## src/rtl/cpic_pkg.sv

```systemverilog
`timescale 1ns/1ps
package cpic_pkg;

  // Which resolver answers an acknowledge.
  typedef enum logic [1:0] {
    SRC_MASTER = 2'd0,
    SRC_SLAVE  = 2'd1,
    SRC_SPUR   = 2'd2
  } cpic_src_e;

endpackage

```

## src/rtl/cpic_trigger.sv

```systemverilog
`timescale 1ns/1ps
// Per-pin edge/level detection for one resolver.
module cpic_trigger #(
  parameter int unsigned NPIN = 8
) (
  input  logic            clk,
  input  logic            rst_n,
  input  logic            ready_i,
  input  logic [NPIN-1:0] lines_i,
  input  logic [NPIN-1:0] lvl_i,
  output logic [NPIN-1:0] set_o
);

  logic [NPIN-1:0] prev_q;

  always_ff @(posedge clk or negedge rst_n) begin
    if (!rst_n) prev_q <= '0;
    else        prev_q <= lines_i;
  end

  for (genvar g = 0; g < NPIN; g++) begin : g_pin
    // Edge: high now, low at the previous edge. Level: high now.
    assign set_o[g] = ready_i & lines_i[g] & (~prev_q[g] | lvl_i[g]);
  end

endmodule

```

## src/rtl/cpic_lvl_regs.sv

```systemverilog
`timescale 1ns/1ps
// Trigger-mode registers for both resolvers, with protected pins forced to edge.
module cpic_lvl_regs #(
  parameter int unsigned     NPIN    = 8,
  parameter logic [NPIN-1:0] ALLOW_M = 8'hF8,
  parameter logic [NPIN-1:0] ALLOW_S = 8'hDE
) (
  input  logic            clk,
  input  logic            rst_n,
  input  logic            we_i,
  input  logic            sel_i,
  input  logic [NPIN-1:0] wdata_i,
  output logic [NPIN-1:0] rdata_o,
  output logic [NPIN-1:0] lvl_m_o,
  output logic [NPIN-1:0] lvl_s_o
);

  logic [NPIN-1:0] lvl_q [2];

  for (genvar c = 0; c < 2; c++) begin : g_ctl
    localparam logic [NPIN-1:0] ALLOW = (c == 0) ? ALLOW_M : ALLOW_S;
    always_ff @(posedge clk or negedge rst_n) begin
      if (!rst_n)                             lvl_q[c] <= '0;
      else if (we_i && (sel_i == (c != 0)))  lvl_q[c] <= wdata_i & ALLOW;
    end
  end

  assign lvl_m_o = lvl_q[0];
  assign lvl_s_o = lvl_q[1];
  assign rdata_o = sel_i ? lvl_q[1] : lvl_q[0];

endmodule

```

## src/rtl/cpic_resolver.sv

```systemverilog
`timescale 1ns/1ps
// One priority resolver: request bits, raised flag, winner selection.
module cpic_resolver #(
  parameter int unsigned PIN_W = 3
) (
  input  logic                  clk,
  input  logic                  rst_n,
  input  logic [(1<<PIN_W)-1:0] set_i,
  input  logic [(1<<PIN_W)-1:0] line_i,
  input  logic                  accept_i,
  input  logic [PIN_W-1:0]      accept_pin_i,
  output logic [(1<<PIN_W)-1:0] req_o,
  output logic                  raised_o,
  output logic                  pend_o,
  output logic [PIN_W-1:0]      best_o,
  output logic                  notify_o
);

  localparam int unsigned NPIN = 1 << PIN_W;

  logic [NPIN-1:0] req_q;
  logic [NPIN-1:0] clr;
  logic            raised_q;

  // Lowest-numbered pending pin wins.
  always_comb begin
    best_o = '0;
    for (int i = NPIN - 1; i >= 0; i--) begin
      if (req_q[i]) best_o = PIN_W'(i);
    end
  end

  // An accepted pin drops its request only when its line is low.
  always_comb begin
    clr = '0;
    if (accept_i) clr[accept_pin_i] = ~line_i[accept_pin_i];
  end

  assign pend_o   = |req_q;
  assign notify_o = ~raised_q & pend_o;

  always_ff @(posedge clk or negedge rst_n) begin
    if (!rst_n) begin
      req_q    <= '0;
      raised_q <= 1'b0;
    end else begin
      req_q <= (req_q & ~clr) | set_i;
      if (accept_i)      raised_q <= 1'b0;
      else if (notify_o) raised_q <= 1'b1;
    end
  end

  assign req_o    = req_q;
  assign raised_o = raised_q;

endmodule

```

## src/rtl/cpic_ack.sv

```systemverilog
`timescale 1ns/1ps
// Acknowledge unit: picks the answering resolver, forms and holds the vector.
module cpic_ack
  import cpic_pkg::*;
#(
  parameter int unsigned PIN_W    = 3,
  parameter int unsigned VEC_W    = 8,
  parameter int unsigned CASC_PIN = 2
) (
  input  logic                   clk,
  input  logic                   rst_n,
  input  logic                   m_pend_i,
  input  logic [PIN_W-1:0]       m_best_i,
  input  logic                   s_pend_i,
  input  logic [PIN_W-1:0]       s_best_i,
  input  logic [VEC_W-PIN_W-1:0] base_m_i,
  input  logic [VEC_W-PIN_W-1:0] base_s_i,
  input  logic                   ack_valid_i,
  output logic                   ack_ready_o,
  output logic                   vec_valid_o,
  input  logic                   vec_ready_i,
  output logic [VEC_W-1:0]       vec_data_o,
  output logic                   m_acc_o,
  output logic [PIN_W-1:0]       m_pin_o,
  output logic                   s_acc_o,
  output logic [PIN_W-1:0]       s_pin_o
);

  localparam logic [PIN_W-1:0] SPUR = '1;
  localparam logic [PIN_W-1:0] CASC = PIN_W'(CASC_PIN);

  cpic_src_e        src;
  logic             fire;
  logic [VEC_W-1:0] vec;
  logic             vv_q;
  logic [VEC_W-1:0] vd_q;

  assign ack_ready_o = ~vv_q;
  assign fire        = ack_valid_i & ~vv_q;

  always_comb begin
    if (!m_pend_i)             src = SRC_SPUR;
    else if (m_best_i == CASC) src = SRC_SLAVE;
    else                       src = SRC_MASTER;
  end

  always_comb begin
    m_acc_o = fire;
    s_acc_o = 1'b0;
    s_pin_o = s_pend_i ? s_best_i : SPUR;
    unique case (src)
      SRC_SLAVE: begin
        m_pin_o = CASC;
        s_acc_o = fire;
        vec     = {base_s_i, s_pin_o};
      end
      SRC_MASTER: begin
        m_pin_o = m_best_i;
        vec     = {base_m_i, m_best_i};
      end
      default: begin
        m_pin_o = SPUR;
        vec     = {base_m_i, SPUR};
      end
    endcase
  end

  always_ff @(posedge clk or negedge rst_n) begin
    if (!rst_n) begin
      vv_q <= 1'b0;
      vd_q <= '0;
    end else if (fire) begin
      vv_q <= 1'b1;
      vd_q <= vec;
    end else if (vec_ready_i) begin
      vv_q <= 1'b0;
    end
  end

  assign vec_valid_o = vv_q;
  assign vec_data_o  = vd_q;

endmodule

```

## src/rtl/cpic_cascade.sv

```systemverilog
`timescale 1ns/1ps
// Master/slave interrupt controller pair with cascade on master input 2.
module cpic_cascade #(
  parameter int unsigned PIN_W    = 3,
  parameter int unsigned VEC_W    = 8,
  parameter int unsigned CASC_PIN = 2,
  parameter logic [7:0]  ALLOW_M  = 8'hF8,
  parameter logic [7:0]  ALLOW_S  = 8'hDE
) (
  input  logic                   clk,
  input  logic                   rst_n,
  input  logic [15:0]            irq_i,
  input  logic [1:0]             ready_i,
  input  logic [VEC_W-PIN_W-1:0] base_m_i,
  input  logic [VEC_W-PIN_W-1:0] base_s_i,
  input  logic                   elc_we_i,
  input  logic                   elc_sel_i,
  input  logic [7:0]             elc_wdata_i,
  output logic [7:0]             elc_rdata_o,
  output logic                   intr_o,
  input  logic                   ack_valid_i,
  output logic                   ack_ready_o,
  output logic                   vec_valid_o,
  input  logic                   vec_ready_i,
  output logic [VEC_W-1:0]       vec_data_o
);

  localparam int unsigned     NPIN     = 1 << PIN_W;
  localparam logic [NPIN-1:0] CASC_BIT = NPIN'(1) << CASC_PIN;

  logic [NPIN-1:0]  m_lines, s_lines;
  logic [NPIN-1:0]  lvl_m, lvl_s;
  logic [NPIN-1:0]  m_trig, s_trig, m_set;
  logic [NPIN-1:0]  m_req, s_req;
  logic             m_raised, s_raised;
  logic             m_pend, s_pend, m_notify, s_notify;
  logic [PIN_W-1:0] m_best, s_best, m_pin, s_pin;
  logic             m_acc, s_acc;

  // Master input 2 belongs to the cascade; the external line there is dropped.
  assign m_lines = irq_i[NPIN-1:0] & ~CASC_BIT;
  assign s_lines = irq_i[2*NPIN-1:NPIN];

  cpic_lvl_regs #(.NPIN(NPIN), .ALLOW_M(ALLOW_M), .ALLOW_S(ALLOW_S)) u_lvl (
    .clk(clk), .rst_n(rst_n), .we_i(elc_we_i), .sel_i(elc_sel_i),
    .wdata_i(elc_wdata_i), .rdata_o(elc_rdata_o), .lvl_m_o(lvl_m), .lvl_s_o(lvl_s)
  );

  cpic_trigger #(.NPIN(NPIN)) u_trig_m (
    .clk(clk), .rst_n(rst_n), .ready_i(ready_i[0]), .lines_i(m_lines),
    .lvl_i(lvl_m), .set_o(m_trig)
  );

  cpic_trigger #(.NPIN(NPIN)) u_trig_s (
    .clk(clk), .rst_n(rst_n), .ready_i(ready_i[1]), .lines_i(s_lines),
    .lvl_i(lvl_s), .set_o(s_trig)
  );

  // Slave notification pulses master input 2 in the same edge.
  assign m_set = m_trig | (s_notify ? CASC_BIT : '0);

  cpic_resolver #(.PIN_W(PIN_W)) u_res_s (
    .clk(clk), .rst_n(rst_n), .set_i(s_trig), .line_i(s_lines),
    .accept_i(s_acc), .accept_pin_i(s_pin), .req_o(s_req), .raised_o(s_raised),
    .pend_o(s_pend), .best_o(s_best), .notify_o(s_notify)
  );

  cpic_resolver #(.PIN_W(PIN_W)) u_res_m (
    .clk(clk), .rst_n(rst_n), .set_i(m_set), .line_i(m_lines),
    .accept_i(m_acc), .accept_pin_i(m_pin), .req_o(m_req), .raised_o(m_raised),
    .pend_o(m_pend), .best_o(m_best), .notify_o(m_notify)
  );

  cpic_ack #(.PIN_W(PIN_W), .VEC_W(VEC_W), .CASC_PIN(CASC_PIN)) u_ack (
    .clk(clk), .rst_n(rst_n), .m_pend_i(m_pend), .m_best_i(m_best),
    .s_pend_i(s_pend), .s_best_i(s_best), .base_m_i(base_m_i), .base_s_i(base_s_i),
    .ack_valid_i(ack_valid_i), .ack_ready_o(ack_ready_o), .vec_valid_o(vec_valid_o),
    .vec_ready_i(vec_ready_i), .vec_data_o(vec_data_o), .m_acc_o(m_acc),
    .m_pin_o(m_pin), .s_acc_o(s_acc), .s_pin_o(s_pin)
  );

  assign intr_o = m_raised;

endmodule

```

## config.mk

```make
export PLATFORM = sky130hd
export DESIGN_NAME = cpic_cascade
export DESIGN_NICKNAME = d
export VERILOG_FILES = /design/src/rtl/cpic_pkg.sv /design/src/rtl/cpic_trigger.sv /design/src/rtl/cpic_lvl_regs.sv /design/src/rtl/cpic_resolver.sv /design/src/rtl/cpic_ack.sv /design/src/rtl/cpic_cascade.sv
export SDC_FILE = /design/constraint.sdc
export NUM_CORES = 1
export LEC_CHECK = 0
export CAP_MARGIN = 20
export CORE_MARGIN = 2
export CORE_UTILIZATION = 50
export DETAILED_ROUTE_END_ITERATION = 8
export PLACE_DENSITY = 0.82
export SLEW_MARGIN = 20
export SYNTH_ARGS = -nofsm -noshare
export SYNTH_HDL_FRONTEND = slang
export SYNTH_HIERARCHICAL = 1
export SYNTH_SLANG_ARGS = --single-unit
export TNS_END_PERCENT = 50
```

## constraint.sdc

```tcl
create_clock -name clk -period 3.95 [get_ports clk]
set_clock_uncertainty 0.2 [all_clocks]
set_input_delay 1.185 -clock clk [delete_from_list [all_inputs] [get_ports clk]]
set_output_delay 1.185 -clock clk [all_outputs]
set_load 0.01 [all_outputs]
```

## Yosys cells after proc, flatten, opt, wreduce, memory -nomap -nowiden

Index checks and enable logic that the tools add are counted.

- Register bits: 53
- Input port bits: 42
- Output and inout bits: 19
- Logic and storage cells: 140

- Magnitude comparators: 4
- Eq/ne operators: 2
- Multiplexer cells: 40
- Bitwise logic cells: 74
- Reductions and logical operators: 10

Operator list:

| kind | count |
|---|---|
| 3-bit 2-to-1 mux | 18 |
| 1-bit bitwise AND | 33 |
| 8-bit bitwise AND | 4 |
| 8-bit 2-to-1 mux | 3 |
| 1-bit inverter | 21 |
| 8-bit inverter | 2 |
| 8-bit OR | 2 |
| 8-bit one-hot mux with 2 select lines | 1 |
| 8-bit OR reduction | 2 |
| 1-bit 2-to-1 mux | 12 |
| 1-bit OR | 11 |
| 3-bit by 4-bit less-than comparator with 1-bit output (second input constant) | 2 |
| 8-bit by 3-bit OR with 8-bit output | 1 |
| 1-bit binary-select mux with 3-bit select | 2 |
| 1-bit demux with 3-bit select | 2 |
| 3-bit by 1-bit greater-or-equal comparator with 1-bit output (second input constant) | 2 |
| 3-bit one-hot mux with 2 select lines | 1 |
| 2-bit nonzero test | 3 |
| 1-bit logical AND | 4 |
| 3-bit by 2-bit == test with 1-bit output (second input constant) | 1 |
| 2-bit by 1-bit == test with 1-bit output (second input constant) | 1 |
| 2-bit zero test | 1 |
| 2-bit 2-to-1 mux | 1 |

## Logic depth before layout (Yosys ltp)

- Depth in word-level cells: 22
- Mapped depth: 9
- Depth with buffers taken out: 8

## By module

Netlist, hierarchy kept.

Modules (own cells, without submodules):

| module | instances | cells an instance | area each (um^2) | seq. area each (um^2) |
|---|---|---|---|---|
| cpic_resolver | 2 | 47 | 467.9 | 225.2 |
| cpic_trigger | 2 | 33 | 341.6 | 200.2 |
| cpic_lvl_regs | 1 | 39 | 585.6 | 275.3 |
| cpic_ack | 1 | 48 | 465.4 | 225.2 |
| cpic_cascade | 1 | 2 | 10.0 | 0.0 |

## Worst setup path after synthesis

No wires, ideal clock.

- Kind: input to output
- From: input elc_sel_i
- To: output elc_rdata_o[3]
- Arrival time: 1.661 ns
- Required time: 2.565 ns
- Path slack: 0.904 ns
- Stages: 2
- Path buffers: 1
- Cell sequence: buf_6 -> mux2_2

- Cells in the longest elaborated chain, start to end: 1

Ends and longest elaborated chain:

| element | line | text |
|---|---|---|
| start, declared | cpic_cascade.sv:17 | `input logic elc_sel_i,` |
| 8-bit 2-to-1 mux | cpic_lvl_regs.sv:30 | `assign rdata_o = sel_i ? lvl_q[1] : lvl_q[0];` |
| end, declared | cpic_cascade.sv:19 | `output logic [7:0] elc_rdata_o,` |

No other way between the ends.

## Worst setup path after layout

- From: input elc_sel_i
- To: output elc_rdata_o[2]

The elaborated chain is that of the path after synthesis.

==> impl_metrics.json <==
{
  "initialDrtViolationCount": 76,
  "cts_buffers": 5,
  "hold_path_end": "u_ack/vec_data_o[6]",
  "placed_area_um2": 3280,
  "vias": 1891,
  "drt_pass1_iterations": 4,
  "grt_overflow_total": 0,
  "setup_viol": 0,
  "required_ps": 2560,
  "ys.warnings.count": 6,
  "die_h_um": 77.2,
  "fin_hold_ws_ps": 291,
  "slew_violations": 0,
  "fin_nets": 352,
  "die_width_um": 77.2,
  "min_from": "u_ack/vec_data_o[6]",
  "slew_headroom_pct": 56.3,
  "die_area_um2": 5950,
  "h-tree-depth": 2,
  "grt_pass1_wl_um": 8740,
  "fin_tns_setup_ps": 0,
  "critPathKind": "in -> out",
  "viasPerCell": 4.96,
  "finalHoldViolCount": 0,
  "antenna_found_initial": 0,
  "r2r-end": "u_res_s/req_o[4]",
  "hold_depth": 2,
  "row_count": 26,
  "postCtsHoldBufs": 0,
  "grt_use_total_pct": 18.3,
  "drcViolationCount": 0,
  "cp-end-kind": "primary output",
  "synth_area_um2": 2680,
  "place.gp.congestion": 0.782,
  "hold_class": "reg -> reg",
  "cts_sinks": 54,
  "crit_fanout": 9,
  "cp.arrival_ps": 2460,
  "wl_um": 5160,
  "clockBufferDepth": 2,
  "clock_latency_ps": 310,
  "max-vdd-ir-drop_mv": 0.214,
  "p_leak_uw": 0.00139,
  "r2r-start": "u_res_m/req_o[6]",
  "status": "completed",
  "rsz0062_at_grt": "false",
  "syn_avg_cell_area_um2": 10.8,
  "clk_pin_slew_worst_paths_ps": 90,
  "fin_util_pct": 65.9,
  "powerDensity_nw_per_um2": 375,
  "io_buffers": 57,
  "antenna-diode-count": 0,
  "start_util_pct": 52.1,
  "drive_gt1_share_pct": 16.1,
  "syn_to_final_growth_pct": 26.6,
  "tightestPinTransition_ps": 656,
  "postSynthCellCount": 248,
  "dp_hpwl_um": 3960,
  "routedWlPerCell_um": 13.5,
  "cap_violations": 0,
  "final.period_utilization_pct": 97.3,
  "drtAntennaViolNets": 0,
  "io_pins": 61,
  "cts_tree": "built",
  "fin_area_um2": 3390,
  "max_freq_mhz": 260,
  "grt_pass1_vias": 1936,
  "critPathLaunchType": "primary input",
  "grt_max_degree": 55,
  "cts_root_buffer": "clkbuf_8",
  "core_um2": 5140,
  "reg2reg_depth": 7,
  "min_period_ps": 3840,
  "r2r_slack_ps": 1120
}
worst max path at each step:
stage | cells past startpoint | start | to
final | 4 | elc_sel_i | elc_rdata_o[2]
after global routing | 4 | elc_sel_i | elc_rdata_o[1]
after CTS | 4 | elc_sel_i | elc_rdata_o[2]
after detailed placement | 4 | elc_sel_i | elc_rdata_o[3]
after global placement | 4 | elc_sel_i | elc_rdata_o[3]
after floorplan | 2 | elc_sel_i | elc_rdata_o[3]
cells in the final DEF, fill, tap and decap left out, drive strengths merged, types with 2 or more instances in the layout:
master and instances:
mux2i 5, clkdlybuf4s50 52, o21bai 4, dlygate4sd2 4
nand2b 27, nor3 2, conb 9, inv 24
nor4 2, a21oi 20, a221oi 2, clkbuf 6
nand2 28, o41ai 4, nor2 9, o31ai 10
o21ai 10, buf 4, nor2b 7, and2 3
or4 2, a211oi 2, dfrtp 54, mux2 15
repair_timing:
item / CTS / global route
hold endpoints to repair: 0 / 0
endpoints found under the setup margin: 4 / 0
setup buffers: 0 / 0
gates resized for setup: 5 / 0
stage by stage:
step,setup slack (ps),std cells,power [uW]
floorplan,904,255,790
global placement,-65.6,373,918
detailed placement,-93.1,373,929
CTS,97.7,381,1280
global route,53.1,381,1330
finish,107,381,1270
routing by layer:
metal	global-route usage [%]	vias up	part of all wire, %
met5	0	-	0
met4	5.89	0	1.5
met3	3.88	5	4.4
met2	33.0	43	50
met1	21.6	902	44
li1	-	941	-
critical path, stage by stage:
cell	delay, ps
clkdlybuf4s50_1	470
buf_6	150
and2_1	130
clkdlybuf4s50_1	530
power breakdown:
group,switching (uW),internal (uW)
clock,172,189
combinational,121,152
sequential,33.5,603
flip-flops by register name, indices dropped and copies added (netlist names):
name / flops
u_ack/vec_data_o: 8
u_res_m/req_o: 8
u_res_s/req_o: 8
u_trig_m/prev_q: 8
u_trig_s/prev_q: 8
u_lvl/lvl_s_o: 6
u_lvl/lvl_m_o: 5
u_ack/vec_valid_o: 1
u_res_m/raised_o: 1
u_res_s/raised_o: 1
cell type report:
cell class / instances / area [um2]
multi-input cells: 165 / 1160
clock buffers: 6 / 72.6
clock inverters: 2 / 37.5
fillers: 441 / 1750
well taps: 70 / 87.6
inverters: 24 / 90.1
flip-flops and latches: 54 / 1350
repair buffers: 60 / 587
Power figures use the tool's default switching activity.
